<file path="config.mk">
export PLATFORM = sky130hd
export DESIGN_NAME = uart_modem_ctl
export DESIGN_NICKNAME = d
export VERILOG_FILES = /design/src/rtl/uart_modem_ctl.sv
export SDC_FILE = /design/constraint.sdc
export NUM_CORES = 1
export LEC_CHECK = 0
export BUFFER_PORTS_ARGS = -buffer_cell sky130_fd_sc_hd__buf_2
export CAP_MARGIN = 10
export CORE_ASPECT_RATIO = 1.5
export CORE_MARGIN = 10
export CORE_UTILIZATION = 42
export CTS_CLUSTER_SIZE = 20
export DETAILED_ROUTE_END_ITERATION = 7
export GPL_TIMING_DRIVEN = 1
export PLACE_DENSITY = 0.75
export REMOVE_ABC_BUFFERS = 1
export SLEW_MARGIN = 5
export SYNTH_ARGS = -nofsm -noshare
export SYNTH_HDL_FRONTEND = slang
export SYNTH_SLANG_ARGS = --single-unit
</file>
<file path="constraint.sdc">
create_clock -name clk -period 1.86 [get_ports clk]
set_input_delay 0 -clock clk [delete_from_list [all_inputs] [get_ports clk]]
set_output_delay 0 -clock clk [all_outputs]
set_load 0.02 [all_outputs]
</file>
<file path="src/rtl/uart_modem_ctl.sv">
module uart_modem_ctl #(
  parameter int DW = 8
) (
  input  logic          clk,
  input  logic          hw_reset,
  input  logic          wr_en,
  input  logic          wr_sel,
  input  logic [DW-1:0] wr_data,
  output logic [DW-1:0] mcr_value,
  output logic [DW-1:0] ier_value,
  input  logic          tsr_bit,
  output logic          rsr_bit,
  input  logic          rx_pin,
  output logic          tx_pin,
  output logic          rts_n,
  output logic          dtr_n,
  input  logic          cts_n,
  input  logic          dsr_n,
  input  logic          dcd_n,
  input  logic          ri_n,
  output logic          cts,
  output logic          dsr,
  output logic          dcd,
  output logic          ri,
  output logic          ext_rst,
  output logic          pwr_down_req
);

  localparam int B_DTR  = 0;
  localparam int B_RTS  = 1;
  localparam int B_SRST = 2;
  localparam int B_LOOP = 4;
  localparam int B_PD   = 7;
  localparam int B_EXT  = 5;

  logic [DW-1:0] mcr_q, ier_q;
  logic [3:0]    stat_q;
  logic          loop, ext_on;

  always_ff @(posedge clk or posedge hw_reset) begin
    if (hw_reset) begin
      mcr_q <= '0;
      ier_q <= '0;
    end else if (wr_en) begin
      if (wr_sel) ier_q <= wr_data;
      else        mcr_q <= wr_data;
    end
  end

  always_ff @(posedge clk or posedge hw_reset) begin
    if (hw_reset)   stat_q <= '0;
    else if (!loop) stat_q <= ~{cts_n, dsr_n, dcd_n, ri_n};
  end

  assign loop   = mcr_q[B_LOOP];
  assign ext_on = ier_q[B_EXT];

  assign tx_pin  = loop | tsr_bit;
  assign rsr_bit = loop ? tsr_bit : rx_pin;
  assign rts_n   = loop | ~mcr_q[B_RTS];
  assign dtr_n   = loop | ~mcr_q[B_DTR];

  assign ext_rst      = hw_reset | (ext_on & mcr_q[B_SRST]);
  assign pwr_down_req = ext_on & mcr_q[B_PD];

  assign {cts, dsr, dcd, ri} = stat_q;
  assign mcr_value = mcr_q;
  assign ier_value = ier_q;

endmodule


</file>
=== Word level (Yosys, flattened, before mapping) ===
Cells that the tools add are included.

* Input port bits: 18
* Output and inout bits: 26
* Register bits after elaboration: 20
* Word-level logic and storage cells: 16

* Multiplexer cells: 1
* Bitwise gates (word level): 10
* Reduce and logical (&&, ||, !) cells: 2

{| class="wikitable"
|+ Operator list
! cell !! count
|-
| NOT 4 bit || 1
|-
| OR 1 bit || 4
|-
| AND reduction 2 bit || 2
|-
| NOT 1 bit || 3
|-
| AND 1 bit || 2
|-
| 2-to-1 mux 1 bit || 1
|}

=== Depth between registers and ports, before layout ===
Gate-level depths: netlist of run 1.

* Depth after elaboration: 2
* Gate-level depth with buffers: 3

=== Least setup slack after synthesis of run 1 ===
Ideal clock, no wire load.

* Path kind: reg2out
* Start: reg mcr_q[4], in the netlist mcr_value[4]
* End: out rsr_bit
* Stages on the path, launching flop included: 3
* Slack: 802 ps
* Path buffers: 1
* Arrival time: 1058 ps
* Cells stage by stage: dfrtp_1 -> buf_2 -> mux2_2

* Word-level cells in the longest chain between the ends: 1

{| class="wikitable"
|+ RTL lines
! what !! RTL line !! RTL
|-
| from (decl) || 36 || <nowiki>logic [DW-1:0] mcr_q, ier_q;</nowiki>
|-
| from (signal assigned) || 46 || <nowiki>else mcr_q <= wr_data;</nowiki>
|-
| 2-to-1 mux 1 bit || 59 || <nowiki>assign rsr_bit = loop ? tsr_bit : rx_pin;</nowiki>
|-
| to (decl) || 12 || <nowiki>output logic rsr_bit,</nowiki>
|}

Every way passes these cells.

=== Final worst setup path of run 1 ===
Same ends and word-level chain as after synthesis.

==> results of run 1 <==
==> sequential cells by signal, summed over array words and instances, names as in the netlist <==
register   flops
ier_value      8
stat_q         4
mcr_value      8
==> worst max-delay path, delay by kind of cell, from the launching register on <==
family | cells | cell delay, ps
multiplexers | 1 | 370
buffers and inverters | 1 | 160
flip-flops | 1 | 570
==> layout make-up <==
class / instances / area, um^2
multi-input combinational: 30 / 313
inverter: 4 / 15.0
tap: 21 / 26.3
sequential: 20 / 500
timing repair buffer: 57 / 353
fill: 147 / 634
clock buffer: 4 / 36.3
==> cell families after synthesis <==
| family | count (synthesis) | share of synthesized area |
|---|---|---|
| AO/OA/AOI/OAI | 1 | 0.00592 |
| buffers and inverters | 6 | 0.0370 |
| multiplexers | 20 | 0.298 |
| flip-flops | 20 | 0.593 |
| AND/OR/NAND/NOR | 9 | 0.0667 |
==> cells in the mapped netlist <==
master,count
and2_1,1
buf_2,1
buf_6,1
dfrtp_1,20
inv_1,4
mux2_2,9
mux2_4,8
mux2i_1,3
nand2_1,3
nand2_2,1
nand2b_1,2
nor2b_4,1
o21ai_0,1
or2_2,1
==> where the power goes <==
part | switching [mW] | internal, mW
combinational | 0.200 | 0.169
sequential | 0.0462 | 0.502
clock | 0.122 | 0.119
total | 0.368 | 0.791
==> per-layer routing <==
metal | vias up | wire length, um | share of wire | GRT usage
met5 | - | 0 | 0 | 0
met4 | 0 | 8 | 0.0038 | 0.0402
met3 | 2 | 228 | 0.11 | 0.0421
met2 | 29 | 1050 | 0.50 | 0.180
met1 | 296 | 820 | 0.39 | 0.101
li1 | 304 | - | - | -
==> per-stage QoR <==
| step | power [mW] | utilization | area [um^2] | worst slack [ps] | hold WS (ps) |
|---|---|---|---|---|---|
| after CTS | 1.18 | 0.662 | 1240 | 446 | 133 |
| after detailed placement | 0.914 | 0.574 | 1080 | 786 | 68.4 |
| final | 1.16 | 0.662 | 1240 | 469 | 140 |
| after global routing | 1.22 | 0.662 | 1240 | 386 | 134 |
| after floorplan | 0.774 | - | 828 | 834 | -27.9 |
| after global placement | 0.901 | 0.574 | 1080 | 833 | 63.1 |
==> worst max-delay path by stage <==
stage,startpoint,to,slack (ps),cells past startpoint
5_1_grt,mcr_value[4]$_DFFE_PP0P_,rsr_bit,390,2
3_3_place_gp,mcr_value[4]$_DFFE_PP0P_,rsr_bit,830,2
3_5_place_dp,mcr_value[4]$_DFFE_PP0P_,rsr_bit,790,2
2_1_floorplan,mcr_value[4]$_DFFE_PP0P_,rsr_bit,830,1
6_report,mcr_value[4]$_DFFE_PP0P_,rsr_bit,470,2
4_1_cts,mcr_value[4]$_DFFE_PP0P_,rsr_bit,450,2
==> timing repair <==
| action | CTS | global route |
|---|---|---|
| endpoints found under the setup margin | 0 | 0 |
| hold buffers | 13 | 0 |
| setup buffers | 0 | 0 |
| hold endpoints to repair | 40 | 0 |
==> flow_metrics.tcl, run 1 <==
set metrics [dict create \
    dp_hpwl_um 1640 \
    synthTopCellsByArea "dfrtp_1 59%, mux2_4 14%, mux2_2 12%, mux2i_1 3.6%, inv_1 1.8%" \
    wl_per_cell_um 15.5 \
    core_area_um2 1880 \
    critical_path.endpoint_type "output port" \
    yosysTopAreaCell "dfrtp_1" \
    grt_usage 0.101 \
    vdd_drop_max_mv 0.577 \
    grt_setup_unrepaired "false" \
    drv_cap 0 \
    crit_path_max_incr_delay_ps 570 \
    max_freq_mhz 719 \
    worstSetupPathType "flop to output port" \
    drc 0 \
    synthCells 56 \
    finalMaxSlewViolations 0 \
    synth-seq-cells 20 \
    syn2layout_area_growth_pct 47.3 \
    grt_pass1_wl_um 3450 \
    cts_tree "done" \
    num_vias 631 \
    hold_end "mcr_value[1]$_DFFE_PP0P_" \
    cts.clk_slew.worst_paths_ps 110 \
    synth_warnings 0 \
    r2r-end "mcr_value[4]$_DFFE_PP0P_" \
    worstReg2RegStart "mcr_value[4]$_DFFE_PP0P_" \
    synth_cell_types 14 \
    io_pins 44 \
    gp_congestion 0.679 \
    timing.final.crit_period_ps 1390 \
    skew_ps 4.95 \
    cts_made_buffers 3 \
    dr.first_iter.drc_count 5 \
    grt_max_degree 21 \
    min_path_type "primary input to flop" \
    antenna_found_initial 0 \
    synth_area_per_cell_um2 15.1 \
    cts_max_level 1 \
    tightestPinTransition_ps 354 \
    antennaDiodeCount 0 \
    min_period_over_period 0.748 \
    post_cts_resize_count 0 \
    dp_cells 119 \
    p_leak_nw 0.647 \
    min_path_cells 3 \
    crit_arrival_ps 1390 \
    die_w_um 56.6 \
    drt_first_pass_iters 2 \
    min-delay-start "wr_sel" \
    crit_slowest_cell "dfrtp_1" \
    grt_pass1_vias 713 \
    synthesis.area_um2 845 \
    tns_ps 0 \
    crit_chain "mux2_2 -> buf_2" \
    vias_per_cell 4.64 \
    grt_overflow 0 \
    ff2ff_setup_slack_ps 920 \
    rows 19 \
    outcome "finished clean" \
    cts_root_buf "clkbuf_4" \
    io_buffers 43 \
    drt-total-wl_um 2110 \
    clock-sinks 20 \
    die-height_um 74.9 \
    setup_violations 0 \
    cp.required_ps 1860 \
    timing_hold_violations_final 0 \
    post_layout_nonfiller_instances 136 \
    synth_top_area_frac 0.593 \
    drive_gt1_frac 0.591 \
    ys_seq_area_frac 0.593 \
    crit_fanout 11 \
    fin_nets 134 \
    powerDensity_nw_per_um2 932 \
    worst-r2r-cell-count 1 \
    initial_core_util 0.450 \
    startpoint_type "flop" \
    final_common_cell "buf_2" \
    dieArea_um2 4240 \
    ant_nets 0 \
    clock_latency_ps 290 \
    cts.path.max_buffers 2 \
    final_cell_mix "43 x buf_2, 20 x dfrtp_1, 13 x dlygate4sd3_1, 9 x mux2_2, 8 x mux2_4" \
    relSlewSlack 0.764 \
]
Note: power is estimated with default switching activity, not from simulation.
==> run 2: changes to the inputs <==
ABC_AREA = 1   (was unset)
clock period = 1.4 ns   (was 1.86 ns; I/O delays follow)
==> run 2 against run 1 <==
- non-clock buffer count unchanged
- die area increased by 1.6%
- count of clock-buffer cells in the layout fell by 1
- synthesized cell count is 70% higher
- sequential cell count unchanged
- sequential power up 29%
- first-iteration DRC count increased to 2.6 times the previous value
- setup slack worse by 370 ps
- clock skew is 1.6 ps higher
- critical endpoint is now tx_pin
- largest power group unchanged
==> flow_metrics.tcl, run 2 <==
set metrics [dict create \
    max_freq_mhz 769 \
    ant_nets 0 \
    cts.path.max_buffers 2 \
    synth_cell_types 13 \
    utilization 0.609 \
    dr.first_iter.drc_count 13 \
    grt_max_degree 21 \
    rows 20 \
    synth_warnings 0 \
    cts_root_buf "clkbuf_4" \
    tightestPinTransition_ps 332 \
    yosysMostFrequentCell "nand2_1" \
    p_leak_nw 0.699 \
    synth-seq-cells 20 \
    skew_ps 6.51 \
    worstSetupPathType "flop to output port" \
    startpoint_type "flop" \
    grt_usage 0.107 \
    multi_input_area_um2 294 \
    clock-sinks 20 \
    min_path_type "primary input to flop" \
    die-height_um 75.6 \
    setup_violations 0 \
    outcome "finished clean" \
    relSlewSlack 0.779 \
    antennaDiodeCount 0 \
    drv_cap 0 \
    synth_common_cells "44 x nand2_1, 20 x dfrtp_1, 15 x nand3_1" \
    antenna_found_initial 0 \
    initial_core_util 0.432 \
    grt_overflow 0 \
    die_w_um 57.0 \
    cts_max_level 1 \
    async_flop_share 1.00 \
    synth_top_area_frac 0.579 \
    grt_pass1_wl_um 3720 \
    core_area_um2 2000 \
    drive_gt1_frac 0.344 \
    cts_tree "done" \
    grt_pass1_vias 846 \
    fin_nets 171 \
    syn2layout_area_growth_pct 41.1 \
    dp_hpwl_um 1700 \
    vdd_drop_max_mv 0.717 \
    regArea_um2 500 \
    wl_per_cell_um 12.8 \
    synthTopCellsByArea "dfrtp_1 58%, nand2_1 19%, nand3_1 8.7%, buf_6 2.6%, buf_12 2.3%" \
    grt_setup_unrepaired "false" \
    drt_first_pass_iters 4 \
    timing.final.crit_period_ps 1300 \
    gp_congestion 0.741 \
    crit_fanout 13 \
    powerDensity_nw_per_um2 1120 \
    synthesis.area_um2 865 \
    final_cell_mix "44 x nand2_1, 43 x buf_2, 20 x dfrtp_1, 15 x nand3_1, 13 x dlygate4sd3_1" \
    cts.clk_slew.worst_paths_ps 100 \
    dieArea_um2 4310 \
    drc 0 \
    synthCells 95 \
    io_pins 44 \
    cts_made_buffers 3 \
    yosysTopAreaCell "dfrtp_1" \
    final_common_cell "nand2_1" \
    synth_top_flop_cell "dfrtp_1" \
    ys_seq_area_frac 0.579 \
    drt-total-wl_um 2210 \
    fillers 179 \
    synth_area_per_cell_um2 9.10 \
    clock_latency_ps 290 \
    critical_path.endpoint_type "output port" \
    tns_ps 0 \
    vias_per_cell 4.72 \
    synth_edf_count 0 \
    min_period_over_period 0.929 \
    crit_arrival_ps 1300 \
    cp.required_ps 1400 \
    num_vias 816 \
    timing_hold_violations_final 0 \
    finalMaxSlewViolations 0 \
    io_buffers 43 \
]
==> run 2: worst paths after layout <==
path / start / to / cells past startpoint / slack (ps)
setup / recovery: mcr_value[4]$_DFFE_PP0P_ / tx_pin / 2 / 100
hold / removal: wr_sel / ier_value[5]$_DFFE_PP0P_ / 3 / 80
setup reg to reg: mcr_value[4]$_DFFE_PP0P_ / stat_q[2]$_DFFE_PP0N_ / 1 / 570
hold reg to reg: mcr_value[5]$_DFFE_PP0P_ / mcr_value[5]$_DFFE_PP0P_ / 2 / 480
max in group asynchronous: hw_reset / mcr_value[7]$_DFFE_PP0P_ / 4 / 910
min in group asynchronous: hw_reset / mcr_value[4]$_DFFE_PP0P_ / 4 / 290
==> run 2: layout make-up <==
| type | instances | area share |
|---|---|---|
| Multi-Input combinational cell | 67 | 0.241 |
| Clock buffer | 3 | 0.0185 |
| Tap cell | 22 | 0.0226 |
| Sequential cell | 20 | 0.410 |
| Timing Repair Buffer | 57 | 0.289 |
| Inverter | 4 | 0.0185 |
==> run 2: report_power, final <==
group	switching (mW)	total [mW]	internal, mW
sequential	0.0523	0.705	0.652
clock	0.156	0.256	0.100
combinational	0.255	0.404	0.149
==> run 2: worst max-delay path, cell delays in order (launching register included) <==
cell	delay [ps]
dfrtp_1	510
or2_2	340
buf_2	160
==> run 2: cells by family after synthesis <==
family,count (synthesis),share of synthesized area
buffers and inverters,8,0.0810
and+or+nand+nor,63,0.317
AOI/OAI and AO/OA,4,0.0232
DFF,20,0.579
==> run 2: timing repair <==
item / CTS / global route
hold buffers: 13 / 0
hold endpoints to repair: 40 / 0
gates resized for setup: 0 / 0
setup buffers: 0 / 0
endpoints found under the setup margin: 0 / 0
==> run 2: metal layers <==
metal | vias to the layer above | routed length [um] | GRT usage
met3 | 5 | 158 | 0.0367
met4 | 0 | 38 | 0.0550
met5 | - | 0 | 0
met2 | 30 | 1090 | 0.190
li1 | 412 | - | -
met1 | 369 | 922 | 0.108
==> run 2: per-stage QoR <==
stage | worst slack, ps | cell area (um^2) | power (mW) | hold WS [ps] | cells
2_1_floorplan | 481 | 817 | 0.929 | -27.7 | 91
3_3_place_gp | 449 | 1070 | 1.09 | 55.9 | 157
3_5_place_dp | 422 | 1070 | 1.10 | 61.8 | 157
4_1_cts | 84.1 | 1220 | 1.38 | 74.7 | 173
5_1_grt | 11.8 | 1220 | 1.45 | 85.6 | 173
6_report | 99.6 | 1220 | 1.36 | 83.9 | 173
==> run 3: changes to the inputs <==
ABC_CLOCK_PERIOD_IN_PS = 1400   (was unset)
REMOVE_ABC_BUFFERS = unset   (was 1)
==> run 3 against run 2 <==
- worst hold slack worse by 16 ps
- final area up 1.1%
- register-to-register slack about the same
- global-route usage up 0.55 points
- via count up 1.3%
- clock skew down 2.8 ps
- first-iteration DRC count up 38%
- sequential cell count unchanged
- utilization up 0.69 points
- critical path type unchanged
==> flow_metrics.tcl, run 3 (same netlist as run 2, synthesis figures left out) <==
set metrics [dict create \
    setup_violations 0 \
    critical_path.endpoint_type "output port" \
    grt_pass1_wl_um 3860 \
    finalMaxSlewViolations 0 \
    clock_power_share 0.226 \
    die-height_um 75.6 \
    final_common_cell "nand2_1" \
    dp_cells 157 \
    timing.final.crit_period_ps 1290 \
    cp.required_ps 1400 \
    stdcell_area_um2 1230 \
    wl_per_cell_um 13.5 \
    cts.clk_slew.worst_paths_ps 110 \
    die_w_um 57.0 \
    min_period_over_period 0.920 \
    grt_usage 0.112 \
    rows 20 \
    grt_overflow 0 \
    hold_ws_ps 68.0 \
    num_vias 827 \
    cts_root_buf "clkbuf_4" \
    cts_made_buffers 3 \
    grt_pass1_vias 811 \
    grt_max_degree 21 \
    utilization 0.616 \
    tightestPinTransition_ps 332 \
    setup_ws_ps 112 \
    dr.first_iter.drc_count 18 \
    drt-total-wl_um 2350 \
    antennaDiodeCount 0 \
    post_layout_nonfiller_instances 174 \
    dpl_cell_area_um2 1070 \
    final_cell_mix "44 x nand2_1, 43 x buf_2, 20 x dfrtp_1, 15 x nand3_1, 13 x dlygate4sd3_1" \
    antenna_found_initial 0 \
    drc 0 \
    combPwrFrac 0.284 \
    io_buffers 43 \
    ant_nets 0 \
    syn_nets 113 \
    place_ws_ps 440 \
    p_leak_nw 0.706 \
    grt_setup_unrepaired "false" \
    io_pins 44 \
    power.internal_uw 960 \
    multi_input_area_um2 294 \
    timing_hold_violations_final 0 \
    powerDensity_nw_per_um2 1160 \
    regArea_um2 500 \
    max_freq_mhz 776 \
    total_power_mw 1.44 \
    tns_ps 0 \
    vdd_drop_max_mv 0.879 \
    core_area_um2 2000 \
    clock-sinks 20 \
    cts_tree "done" \
    startpoint_type "flop" \
    skew_ps 3.75 \
    initial_core_util 0.432 \
    gp_congestion 0.708 \
    p_sw_frac 0.332 \
    seq_power_share 0.490 \
    cts.path.max_buffers 2 \
    worstSetupPathType "flop to output port" \
    drt_first_pass_iters 4 \
    crit_arrival_ps 1290 \
    drv_cap 0 \
    min_path_type "primary input to flop" \
    crit_fanout 13 \
    fin_nets 171 \
    cts_max_level 1 \
    fillers 176 \
    relSlewSlack 0.779 \
    dp_hpwl_um 1760 \
    clock_latency_ps 290 \
    switching_power_uw 477 \
    vias_per_cell 4.75 \
    syn2layout_area_growth_pct 42.7 \
    dieArea_um2 4310 \
    outcome "finished clean" \
    drive_gt1_frac 0.349 \
    post_cts_buffers 0 \
]
## run 3: cell type report
class,instances,area share
clock buffers,4,0.0294
inverters,4,0.0183
multi-input cells,67,0.238
flip-flops and latches,20,0.406
well taps,22,0.0223
repair buffers,57,0.286
## run 3: power groups by stage
stage	Sequential (mW)	Clock, mW	Combinational [mW]
final	0.704	0.324	0.408
after global routing	0.717	0.354	0.452
after CTS	0.704	0.338	0.415
after detailed placement	0.715	0	0.386
after global placement	0.711	0	0.378
after floorplan	0.802	0	0.152
## run 3: final timing paths
kind | from | cells after the start | endpoint | slack [ps]
max reg2reg | mcr_value[4]$_DFFE_PP0P_ | 1 | stat_q[1]$_DFFE_PP0N_ | 580
max | mcr_value[4]$_DFFE_PP0P_ | 2 | tx_pin | 110
min in group asynchronous | hw_reset | 4 | mcr_value[4]$_DFFE_PP0P_ | 290
min | wr_sel | 3 | ier_value[6]$_DFFE_PP0P_ | 70
max in group asynchronous | hw_reset | 4 | ier_value[0]$_DFFE_PP0P_ | 910
min reg2reg | mcr_value[6]$_DFFE_PP0P_ | 2 | mcr_value[6]$_DFFE_PP0P_ | 470
## run 3: worst max-delay path, stage by stage (launching register included)
cell and delay, ps:
dfrtp_1 510, or2_2 330, buf_2 160
## run 3: repair_timing
action / in CTS / in global routing
setup endpoints to repair: 0 / 0
hold buffers: 13 / 0
hold endpoints to repair: 40 / 0
resized for setup: 0 / 0
## run 3: metal layers
metal	GRT usage	vias up	wire length, um	share of wire
met5	0	-	0	0
li1	-	417	-	-
met2	0.200	36	1200	0.51
met4	0.0471	0	34	0.014
met3	0.0383	4	198	0.084
met1	0.118	370	916	0.39
